**src/rtl/db_pkg.sv**
```systemverilog
package db_pkg;

  // Action applied to the filter register on a sample enable
  typedef enum logic [1:0] {
    ACT_HOLD  = 2'd0,  // no sample enable this cycle
    ACT_LOAD  = 2'd1,  // sample agrees with output: reload all stages
    ACT_SHIFT = 2'd2   // sample disagrees: advance one stage
  } filt_act_e;

endpackage

```
**src/rtl/db_prescaler.sv**
```systemverilog
module db_prescaler #(
  parameter int unsigned DIV = 4000
) (
  input  logic clk,
  input  logic rst,
  output logic tick
);
  localparam int unsigned CW = (DIV > 1) ? $clog2(DIV) : 1;
  localparam logic [CW-1:0] LAST = CW'(DIV - 1);

  logic [CW-1:0] cnt_q;

  always_ff @(posedge clk) begin
    if (rst) begin
      cnt_q <= '0;
    end else if (cnt_q == LAST) begin
      cnt_q <= '0;
    end else begin
      cnt_q <= cnt_q + CW'(1);
    end
  end

  assign tick = (cnt_q == LAST);
endmodule

```
**src/rtl/db_sync.sv**
```systemverilog
module db_sync #(
  parameter int unsigned STAGES  = 2,
  parameter logic        RST_VAL = 1'b1
) (
  input  logic clk,
  input  logic rst,
  input  logic d,
  output logic q
);
  logic [STAGES-1:0] chain_q;

  always_ff @(posedge clk) begin
    if (rst) begin
      chain_q <= {STAGES{RST_VAL}};
    end else begin
      chain_q <= {chain_q[STAGES-2:0], d};
    end
  end

  assign q = chain_q[STAGES-1];
endmodule

```
**src/rtl/db_filter.sv**
```systemverilog
module db_filter
  import db_pkg::*;
#(
  parameter int unsigned STAGES = 4
) (
  input  logic clk,
  input  logic rst,
  input  logic tick,
  input  logic sample,
  output logic level_o,
  output logic rise_o
);
  localparam int unsigned MSB = STAGES - 1;

  logic [STAGES-1:0] shreg_q, shreg_d;
  logic              rise_q;
  filt_act_e         act;

  always_comb begin
    if (!tick) begin
      act = ACT_HOLD;
    end else if (sample == shreg_q[MSB]) begin
      act = ACT_LOAD;
    end else begin
      act = ACT_SHIFT;
    end
  end

  always_comb begin
    unique case (act)
      ACT_LOAD:  shreg_d = {STAGES{sample}};
      ACT_SHIFT: shreg_d = {shreg_q[STAGES-2:0], sample};
      default:   shreg_d = shreg_q;
    endcase
  end

  always_ff @(posedge clk) begin
    if (rst) begin
      shreg_q <= '0;
      rise_q  <= 1'b0;
    end else begin
      shreg_q <= shreg_d;
      rise_q  <= shreg_d[MSB] & ~shreg_q[MSB];
    end
  end

  assign level_o = shreg_q[MSB];
  assign rise_o  = rise_q;
endmodule

```
**src/rtl/pb_debouncer.sv**
```systemverilog
module pb_debouncer #(
  parameter int unsigned CLK_DIV       = 4000,
  parameter int unsigned FILTER_STAGES = 4,
  parameter int unsigned SYNC_STAGES   = 2
) (
  input  logic clk,
  input  logic rst,
  input  logic btn_n_i,
  output logic clean_o,
  output logic press_o
);
  logic btn_n_sync;
  logic sample;
  logic tick;

  db_sync #(
    .STAGES (SYNC_STAGES),
    .RST_VAL(1'b1)
  ) u_sync (
    .clk(clk),
    .rst(rst),
    .d  (btn_n_i),
    .q  (btn_n_sync)
  );

  // Active-low pin becomes an active-high "pressed" sample
  assign sample = ~btn_n_sync;

  db_prescaler #(
    .DIV(CLK_DIV)
  ) u_presc (
    .clk (clk),
    .rst (rst),
    .tick(tick)
  );

  db_filter #(
    .STAGES(FILTER_STAGES)
  ) u_filt (
    .clk    (clk),
    .rst    (rst),
    .tick   (tick),
    .sample (sample),
    .level_o(clean_o),
    .rise_o (press_o)
  );
endmodule

```
**config.mk**
```make
export PLATFORM = sky130hd
export DESIGN_NAME = pb_debouncer
export DESIGN_NICKNAME = d
export VERILOG_FILES = /design/src/rtl/db_pkg.sv /design/src/rtl/db_prescaler.sv /design/src/rtl/db_sync.sv /design/src/rtl/db_filter.sv /design/src/rtl/pb_debouncer.sv
export SDC_FILE = /design/constraint.sdc
export NUM_CORES = 1
export LEC_CHECK = 0
export ABC_AREA = 1
export BUFFER_PORTS_ARGS = -buffer_cell sky130_fd_sc_hd__buf_4
export CAP_MARGIN = 20
export CORE_ASPECT_RATIO = 0.8
export CORE_UTILIZATION = 35
export DETAILED_ROUTE_END_ITERATION = 7
export GPL_TIMING_DRIVEN = 0
export SLEW_MARGIN = 10
export SYNTH_ARGS = -nofsm -noshare
export SYNTH_HDL_FRONTEND = slang
export SYNTH_SLANG_ARGS = --single-unit
```
**constraint.sdc**
```tcl
create_clock -name clk -period 3.35 [get_ports clk]
set_input_delay 0.1675 -clock clk [delete_from_list [all_inputs] [get_ports clk]]
set_output_delay 0.1675 -clock clk [all_outputs]
set_load 0.01 [all_outputs]
```
==> impl_metrics.yaml, run 1 <==
synth:
  synth_cell_type_count: 22
  synth_area_sq_um: 847
  syn-num-nets: 116
  avgSynthCellArea_sq_um: 7.56
  synth-seq-area-share_pct: 44.9
  synth_warnings: 0
  netlist_instances: 112
  yosys_register_bits: 19
power:
  p_leak_nw: 0.351
  powerDensity_mw_per_mm2: 389
  vdd.ir_drop.worst_mv: 0.279
timing:
  post-route-min-period_ns: 1.45
  rsz0062_at_grt: "false"
  fmaxAchievable_mhz: 688
  maxSlewViolCount: 0
  min_period_over_period_pct: 43.4
  hold_violations: 0
  tightest_slew_ns: 0.228
  finalSetupTns_ns: 0
  slew_headroom_pct: 84.7
  final.setup_skew_ns: 0.00321
  setup_viol: 0
  setup_slack_ns: 1.90
detailed_routing:
  drcViolationCount: 0
  routed_via_density: 4.70
  drt_iter0_drc: 23
  routed_wl_microns: 1530
  avgRoutedWirePerCell_microns: 10.6
  drt_pass1_iterations: 4
  drtAntennaViolNets: 0
  vias: 681
die:
  die_x_microns: 57
  die_h_microns: 46
  core_sq_mm: 0.00221
  start_util_pct: 38.2
  num_io_pins: 5
  num_rows: 15
  die_area_sq_mm: 0.00262
place:
  placed_cell_area_sq_um: 908
  gp_congestion: 0.713
  place_hpwl_microns: 1130
  dp_slack_ns: 1.91
  io_buffers: 4
clock_network:
  numClockSinks: 19
  cts_made_buffers: 3
  clock_path_buffers: 2
  cts-hold-fix-buffers: 0
  clkLatencyLatePin_ns: 0.30
  htree_levels: 1
  post_cts_buffers: 0
  post_cts_resized: 0
  cts_root_buffer: "clkbuf_4"
  clk_pin_slew_ns: 0.11
  tritoncts: "built"
critical_path:
  crit_type: "reg -> reg"
  start_kind: "flip-flop"
  worstPathArrival_ns: 1.65
  end_kind: "flip-flop"
  crit_fanout: 10
  critPathRequiredTime_ns: 3.54
  rr_worst_depth: 7
  r2r-start: "u_presc.cnt_q[0]"
  startpoint: "u_presc.cnt_q[0]"
min_path:
  hold_path.class: "in -> reg"
  hold_depth: 2
  min_from: "btn_n_i"
layout:
  syn2layout_area_growth_pct: 10.3
  finalInstanceArea_sq_um: 935
  fillerInstances: 239
  drive_gt1_share_pct: 17.5
  final_nets: 125
  num_antenna_cells: 0
global_routing:
  grt-ovfl-total: 0
  grt_start_max_net_pins: 11
  grt_usage_pct: 13.3
  grt_pass1_wl_microns: 2510
  antenna_found_initial: 0
  grt_pass1_vias: 572
flow_run:
  maxCapViolCount: 0
outcome:
  status: "finished clean"
## registers in the layout, indices dropped and copies added (netlist names)
signal,count
u_filt.rise_o,1
u_filt.shreg_q,4
u_presc.cnt_q,12
u_sync.chain_q,2
## power breakdown
| group | leakage [nW] | switching (mW) | total (mW) | internal [mW] |
|---|---|---|---|---|
| sequential | 0.154 | 0.00242 | 0.232 | 0.230 |
| clock | 0.0150 | 0.0701 | 0.116 | 0.0464 |
| combinational | 0.182 | 0.00804 | 0.0145 | 0.00646 |
| total | 0.351 | 0.0806 | 0.363 | 0.283 |
## worst max-delay path, stage by stage (launching register included)
cell and delay (ns):
dfxtp_1 0.37, ha_1 0.20, nand2_1 0.09, nor2_2 0.16, nand3_2 0.15, nand2_2 0.16, buf_6 0.16, a22oi_1 0.07
## layer usage
metal | up-vias | wire (microns) | part of all wire (%) | track usage [%]
li1 | 371 | - | - | -
met4 | 0 | 31 | 2.0 | 7.32
met5 | - | 0 | 0 | 0
met3 | 5 | 71 | 4.6 | 5.11
met1 | 295 | 829 | 54 | 18.3
met2 | 10 | 597 | 39 | 17.6
## per-stage QoR
stage	power, mW	hold WS (ns)	util [%]	cells
finish	0.363	0.0506	42.2	145
global route	0.379	0.0332	42.2	145
CTS	0.370	0.0352	42.2	145
detailed placement	0.252	0.358	41.0	141
global placement	0.252	0.356	41.0	141
floorplan	0.247	0.240	-	112
## synth_stat cells (all sizes together)
master  instances  area [sq um]
nand2          28           110
dfxtp          19           380
nor2           19          93.8
inv            14          52.6
a21oi           7          35.0
nand3           7          40.0
nand4           3          25.0
nor3b           3          22.5
o21ai           3          15.0
or2             3          18.8
xor2            2          17.5
a22oi           1          7.51
buf             1          11.3
ha              1          12.5
nor3            1          5.00
## logic make-up after synthesis
kind of cell | count (synthesis) | share of synthesized area [%]
buffers and inverters | 15 | 7.53
XOR/XNOR | 2 | 2.07
AND/OR/NAND/NOR | 64 | 37.2
AO/OA/AOI/OAI | 11 | 6.79
adder cells (fa/ha/maj) | 1 | 1.48
flip-flops | 19 | 44.9
## worst paths after layout
check	to	slack (ns)
min	u_sync.chain_q[0]	0.05
max	u_filt.shreg_q[0]	1.90
max reg2reg	u_filt.shreg_q[0]	1.90
min reg2reg	u_sync.chain_q[1]	0.42
## area by class of cell
| class | instances | area (sq um) | share of cell area [%] |
|---|---|---|---|
| Clock buffer | 4 | 26.3 | 2.81 |
| Inverter | 14 | 52.6 | 5.62 |
| Multi-Input combinational cell | 78 | 403 | 43.1 |
| Sequential cell | 19 | 380 | 40.7 |
| Timing Repair Buffer | 4 | 30.0 | 3.21 |
| Tap cell | 25 | 31.3 | 3.35 |
| Buffer | 1 | 11.3 | 1.20 |
## placed cells by master (no fill, tap or decap), drive strengths merged
cell | synthesis | layout
dfxtp | 19 | 19
nand4 | 3 | 3
nand2 | 28 | 28
nor3b | 3 | 3
ha | 1 | 1
nor2 | 19 | 19
or2 | 3 | 3
a21oi | 7 | 7
xor2 | 2 | 2
nand3 | 7 | 7
o21ai | 3 | 3
nor3 | 1 | 1
a22oi | 1 | 1
buf | 1 | 5
inv | 14 | 14
clkbuf | 0 | 4
Note: power is estimated with default switching activity, not from simulation.
==> run 2: changes to the inputs <==
--- a/config.mk
+++ b/config.mk
@@ -5,7 +5,7 @@
 export SDC_FILE = /design/constraint.sdc
 export NUM_CORES = 1
 export LEC_CHECK = 0
-export ABC_AREA = 1
+export ABC_AREA = 0
 export BUFFER_PORTS_ARGS = -buffer_cell sky130_fd_sc_hd__buf_4
 export CAP_MARGIN = 20
 export CORE_ASPECT_RATIO = 0.8
==> constraint.sdc (replaced) <==
create_clock -name clk -period 1.25 [get_ports clk]
set_input_delay 0.0625 -clock clk [delete_from_list [all_inputs] [get_ports clk]]
set_output_delay 0.0625 -clock clk [all_outputs]
set_load 0.01 [all_outputs]
==> impl_metrics.yaml, run 2 <==
place:
  placed_cell_area_sq_um: 915
  io_buffers: 4
  placed_cells: 116
  dp_slack_ns: -0.228
  place_hpwl_microns: 1140
  gp_congestion: 0.733
global_routing:
  antenna_found_initial: 0
  grt_pass1_vias: 696
  grt_start_max_net_pins: 12
  grt_pass1_wl_microns: 3150
  grt_usage_pct: 16.6
  grt-ovfl-total: 0
critical_path:
  crit_type: "reg -> reg"
  critPathRequiredTime_ns: 1.48
  crit_chain: "ha_4, nand4_4, or4_1, a21oi_1"
  critical-path-max-stage-delay_ns: 0.55
  cp_slowest_cell: "or4_1"
  cp.buffers_inverters: 0
  worstPathArrival_ns: 1.64
  end_kind: "flip-flop"
  start_kind: "flip-flop"
  critPathTopFamily: "simple AND/OR/NAND/NOR gates"
  crit_fanout: 6
detailed_routing:
  drt_iter0_drc: 16
  routed_wl_microns: 1800
  drtAntennaViolNets: 0
  drt_pass1_iterations: 5
  vias: 771
  drcViolationCount: 0
  avgRoutedWirePerCell_microns: 13.3
  routed_via_density: 5.67
synth:
  synth_warnings: 0
  syn-num-nets: 91
  synth_most_common_cell: "dfxtp_1"
  synthArstFlopShare_pct: 0
  netlist_instances: 87
  synth.area.top_cells: "dfxtp_1 47%, a21oi_1 6.2%, o31ai_1 3.7%, or4_1 3.7%, a31oi_1 3.1%"
  synth-seq-area-share_pct: 47.1
  synth_top_area_share_pct: 47.1
  synth_cell_type_count: 28
  synth_area_sq_um: 807
  synth_area_leader_cell: "dfxtp_1"
  synth_edf_count: 0
  avgSynthCellArea_sq_um: 9.28
  yosys_register_bits: 19
  ys.flop_type: "dfxtp_1"
  synth_common_cells: "19 x dfxtp_1, 10 x a21oi_1, 5 x nand3_1"
die:
  die_x_microns: 55.7
  start_util_pct: 37.4
  core_sq_mm: 0.00216
  num_rows: 15
  die_area_sq_mm: 0.00250
  num_io_pins: 5
  die_h_microns: 45.0
clock_network:
  clock_path_buffers: 2
  tritoncts: "built"
  clk_pin_slew_ns: 0.11
  htree_levels: 1
  cts_root_buffer: "clkbuf_4"
  numClockSinks: 19
  cts_made_buffers: 3
  clkLatencyLatePin_ns: 0.30
layout:
  num_antenna_cells: 0
  syn2layout_area_growth_pct: 35.3
  final_cell_count_no_fill: 136
  drive_gt1_share_pct: 40.5
  regArea_sq_um: 403
  final_nets: 116
  largestRegisters: "u_presc.cnt_q x12, u_filt.shreg_q x4, u_sync.chain_q x2"
  fillerInstances: 199
  finalInstanceArea_sq_mm: 0.00109
  top_register: "u_presc.cnt_q"
  final_cell_mix: "18 x buf_4, 9 x dfxtp_2, 8 x a21oi_1, 7 x dfxtp_1"
  final_common_cell: "buf_4"
  largest_register_ffs: 12
  multi_input_area_sq_um: 463
timing:
  setup_viol: 15
  maxSlewViolCount: 0
  tightest_slew_ns: 0.390
  fmaxAchievable_mhz: 712
  holdWs_ns: 0.0764
  min_period_over_period_pct: 112
  post-route-min-period_ns: 1.40
  rsz0062_at_grt: "true"
  setup_slack_ns: -0.154
  slew_headroom_pct: 74.0
  final.setup_skew_ns: 0.00255
  hold_violations: 0
power:
  p_leak_nw: 0.384
  power_mw: 1.01
  powerDensity_mw_per_mm2: 923
  vdd.ir_drop.worst_mv: 0.566
outcome:
  violations: "negative setup slack"
  status: "complete, but fails checks"
flow_run:
  maxCapViolCount: 0
min_path:
  hold_path.class: "in -> reg"
==> run 2: cell count changes after synthesis, moves of 3 or more <==
cell | previous run | this run
a211oi_1 | 0 | 3
nor2_1 | 14 | 4
or4_1 | 0 | 4
inv_1 | 12 | 2
nor2_2 | 3 | 0
o31ai_1 | 0 | 4
a31oi_1 | 0 | 4
a21oi_1 | 7 | 10
nand2_1 | 26 | 3
or3_1 | 0 | 4
==> run 2: through the flow <==
stage | utilization [%] | setup TNS (ns)
2_1_floorplan | - | -0.195
3_3_place_gp | 42.4 | -1.68
3_5_place_dp | 42.4 | -2.05
4_1_cts | 50.3 | -1.64
5_1_grt | 50.6 | -2.70
6_report | 50.6 | -1.68
==> run 2: layer usage <==
layer | track usage [%] | vias up | routed length [microns]
met5 | 0 | - | 0
met4 | 4.50 | 0 | 10
met3 | 6.02 | 2 | 82
met2 | 25.5 | 17 | 796
met1 | 22.1 | 371 | 915
li1 | - | 381 | -
==> run 2: cells by family (layout without fill, tap and decap cells) <==
group / Yosys count / in the layout / share of synthesized area, %
xor+xnor: 3 / 3 / 3.26
simple gates: 35 / 35 / 26.8
compound gates: 26 / 26 / 19.8
flops: 19 / 19 / 47.1
buf+inv: 3 / 27 / 1.40
fa+ha+maj: 1 / 1 / 1.55
==> run 2: power by group <==
part           switching, mW  internal, mW  total (mW)
sequential            0.0132         0.614       0.628
combinational         0.0275        0.0366      0.0641
clock                  0.197         0.119       0.316
total                  0.237         0.770        1.01
==> run 2: cell type report <==
| class | count | share of cell area (%) |
|---|---|---|
| clock buffers | 3 | 2.06 |
| inverters | 2 | 0.687 |
| multi-input cells | 65 | 42.4 |
| repair buffers | 20 | 14.3 |
| flip-flops and latches | 19 | 36.9 |
| well taps | 25 | 2.86 |
| plain buffers | 1 | 0.344 |
| clock inverters | 1 | 0.458 |
==> run 2: final timing paths <==
path | startpoint | to | slack, ns | cells after the start
hold / removal | rst | u_presc.cnt_q[1] | 0.08 | 3
setup / recovery | u_presc.cnt_q[0] | u_presc.cnt_q[10] | -0.15 | 4
hold reg to reg | u_sync.chain_q[0] | u_sync.chain_q[1] | 0.42 | 1
setup reg to reg | u_presc.cnt_q[0] | u_presc.cnt_q[10] | -0.15 | 4
==> run 2: tightest hold or removal path: stages <==
cell	delay, ns
buf_4	0.08
inv_1	0.06
and3_1	0.14
==> run 2: timing repair <==
item	4_1_cts	5_1_grt
hold buffers	1	0
pin swaps	7	1
setup buffers	14	1
hold endpoints to repair	1	0
setup endpoints to repair	15	15
gates resized for setup	10	0
gates cloned	0	0
==> run 3: changes to the inputs <==
--- a/config.mk
+++ b/config.mk
@@ -8,10 +8,10 @@
 export ABC_AREA = 0
 export BUFFER_PORTS_ARGS = -buffer_cell sky130_fd_sc_hd__buf_4
 export CAP_MARGIN = 20
-export CORE_ASPECT_RATIO = 0.8
 export CORE_UTILIZATION = 35
 export DETAILED_ROUTE_END_ITERATION = 7
 export GPL_TIMING_DRIVEN = 0
+export PLACE_DENSITY = 0.65
 export SLEW_MARGIN = 10
 export SYNTH_ARGS = -nofsm -noshare
 export SYNTH_HDL_FRONTEND = slang
==> impl_metrics.yaml, run 3 (synthesized netlist as in run 2, its figures left out) <==
detailed_routing:
  avgRoutedWirePerCell_microns: 12.6
  drtAntennaViolNets: 0
  routed_via_density: 5.40
  vias: 734
  drcViolationCount: 0
  routed_wl_microns: 1720
  drt_pass1_iterations: 4
  drt_iter0_drc: 8
layout:
  largestRegisters: "u_presc.cnt_q x12, u_filt.shreg_q x4, u_sync.chain_q x2"
  top_register: "u_presc.cnt_q"
  largest_register_ffs: 12
  final_common_cell: "buf_4"
  drive_gt1_share_pct: 44.4
  num_antenna_cells: 0
  final_cell_mix: "14 x buf_4, 8 x dfxtp_1, 8 x dfxtp_2, 6 x a21oi_2"
  regArea_sq_um: 402
  syn2layout_area_growth_pct: 36.6
  multi_input_area_sq_um: 489
  fillerInstances: 208
  finalInstanceArea_sq_mm: 0.00110
  final_nets: 113
critical_path:
  start_kind: "flip-flop"
  startpoint: "u_presc.cnt_q[6]"
  rr_worst_depth: 3
  crit_chain: "or3b_4, or4_1, a31oi_1"
  crit_end: "u_filt.shreg_q[3]"
  critical-path-max-stage-delay_ns: 0.43
  crit_fanout: 4
  critPathTopFamily: "simple AND/OR/NAND/NOR gates"
  end_kind: "flip-flop"
  worst-path-stages: 3
  cp.buffers_inverters: 0
  rrSetupSlack_ns: -0.17
  timing.rr.end: "u_filt.shreg_q[3]"
  critPathRequiredTime_ns: 1.50
  cp_slowest_cell: "or3b_4"
  crit_type: "reg -> reg"
  worstPathArrival_ns: 1.66
  r2r-start: "u_presc.cnt_q[6]"
timing:
  slew_headroom_pct: 68.9
  final.setup_skew_ns: 0.0133
  tightest_slew_ns: 0.465
  post-route-min-period_ns: 1.42
  setup_viol: 15
  rsz0062_at_grt: "true"
  finalSetupTns_ns: -1.70
  maxSlewViolCount: 0
  hold_violations: 0
  min_period_over_period_pct: 113
  setup_slack_ns: -0.166
  fmaxAchievable_mhz: 706
global_routing:
  grt_pass1_wl_microns: 3080
  grt_pass1_vias: 712
  grt_start_max_net_pins: 12
  grt-ovfl-total: 0
  grt_usage_pct: 16.0
  antenna_found_initial: 0
die:
  die_area_sq_mm: 0.00250
  num_rows: 17
  num_io_pins: 5
  start_util_pct: 36.8
  core_sq_mm: 0.00219
  die_x_microns: 50.0
  die_h_microns: 50.0
power:
  p_leak_nw: 0.366
  powerDensity_mw_per_mm2: 924
  vdd.ir_drop.worst_mv: 0.671
place:
  io_buffers: 4
  gp_congestion: 0.752
  dp_slack_ns: -0.230
  placed_cell_area_sq_um: 918
  place_hpwl_microns: 1090
outcome:
  violations: "negative setup slack"
  status: "complete, but fails checks"
clock_network:
  clk_pin_slew_ns: 0.12
  numClockSinks: 19
  cts_made_buffers: 3
  htree_levels: 1
  cts_root_buffer: "clkbuf_4"
  clock_path_buffers: 2
  tritoncts: "built"
  clkLatencyLatePin_ns: 0.31
min_path:
  hold_path.class: "in -> reg"
flow_run:
  maxCapViolCount: 0
[run 3: cell count changes in the layout (fill, tap and decap cells not counted), sizes merged]
cell	previous run	this run
buf	19	16
[run 3: timing repair]
action,4_1_cts,5_1_grt
endpoints found under the setup margin,15,15
endpoints found under the hold margin,1,0
hold buffers,1,0
buffers inserted,12,0
gates resized for setup,13,4
pin swaps,8,4
[run 3: routing by layer]
metal	vias to the layer above	track usage (%)	wire length, microns
li1	375	-	-
met1	353	20.3	851
met2	6	26.0	815
met3	0	5.56	49
met4	0	2.86	0
met5	-	0	0
[run 3: stage by stage]
stage               utilization [%]  cells  power (mW)  hold slack (ns)
detailed placement             41.9    119       0.688            0.255
CTS                            49.6    136        1.03           0.0507
finish                         50.3    136        1.02           0.0701
global placement               41.9    119       0.687            0.252
global route                   50.3    136        1.06           0.0640
floorplan                         -     87       0.673            0.166
[run 3: tightest hold or removal path, delay by kind of cell]
| family | cells | cell delay [ns] |
|---|---|---|
| buf+inv | 2 | 0.15 |
| simple gates | 1 | 0.14 |
[run 3: layout make-up]
| class | count | area share, % |
|---|---|---|
| Sequential cell | 19 | 36.4 |
| Inverter | 2 | 0.681 |
| Tap cell | 28 | 3.18 |
| Multi-Input combinational cell | 65 | 44.4 |
| Clock buffer | 3 | 2.04 |
| Buffer | 1 | 0.341 |
| Clock inverter | 1 | 0.454 |
| Timing Repair Buffer | 17 | 12.5 |
[run 3: power breakdown]
part	leakage [nW]	switching [mW]	total, mW	internal (mW)
combinational	0.188	0.0292	0.0688	0.0396
sequential	0.160	0.0131	0.628	0.615
clock	0.0177	0.203	0.322	0.119
total	0.366	0.245	1.02	0.774
[run 3: how the worst min path moves through the flow]
stage | slack, ns | end | cells past startpoint | from
finish | 0.07 | u_presc.cnt_q[1] | 3 | rst
global route | 0.06 | u_presc.cnt_q[1] | 3 | rst
CTS | 0.05 | u_presc.cnt_q[1] | 3 | rst
detailed placement | 0.26 | u_sync.chain_q[0] | 2 | btn_n_i
global placement | 0.25 | u_sync.chain_q[0] | 2 | btn_n_i
floorplan | 0.17 | u_sync.chain_q[0] | 1 | btn_n_i
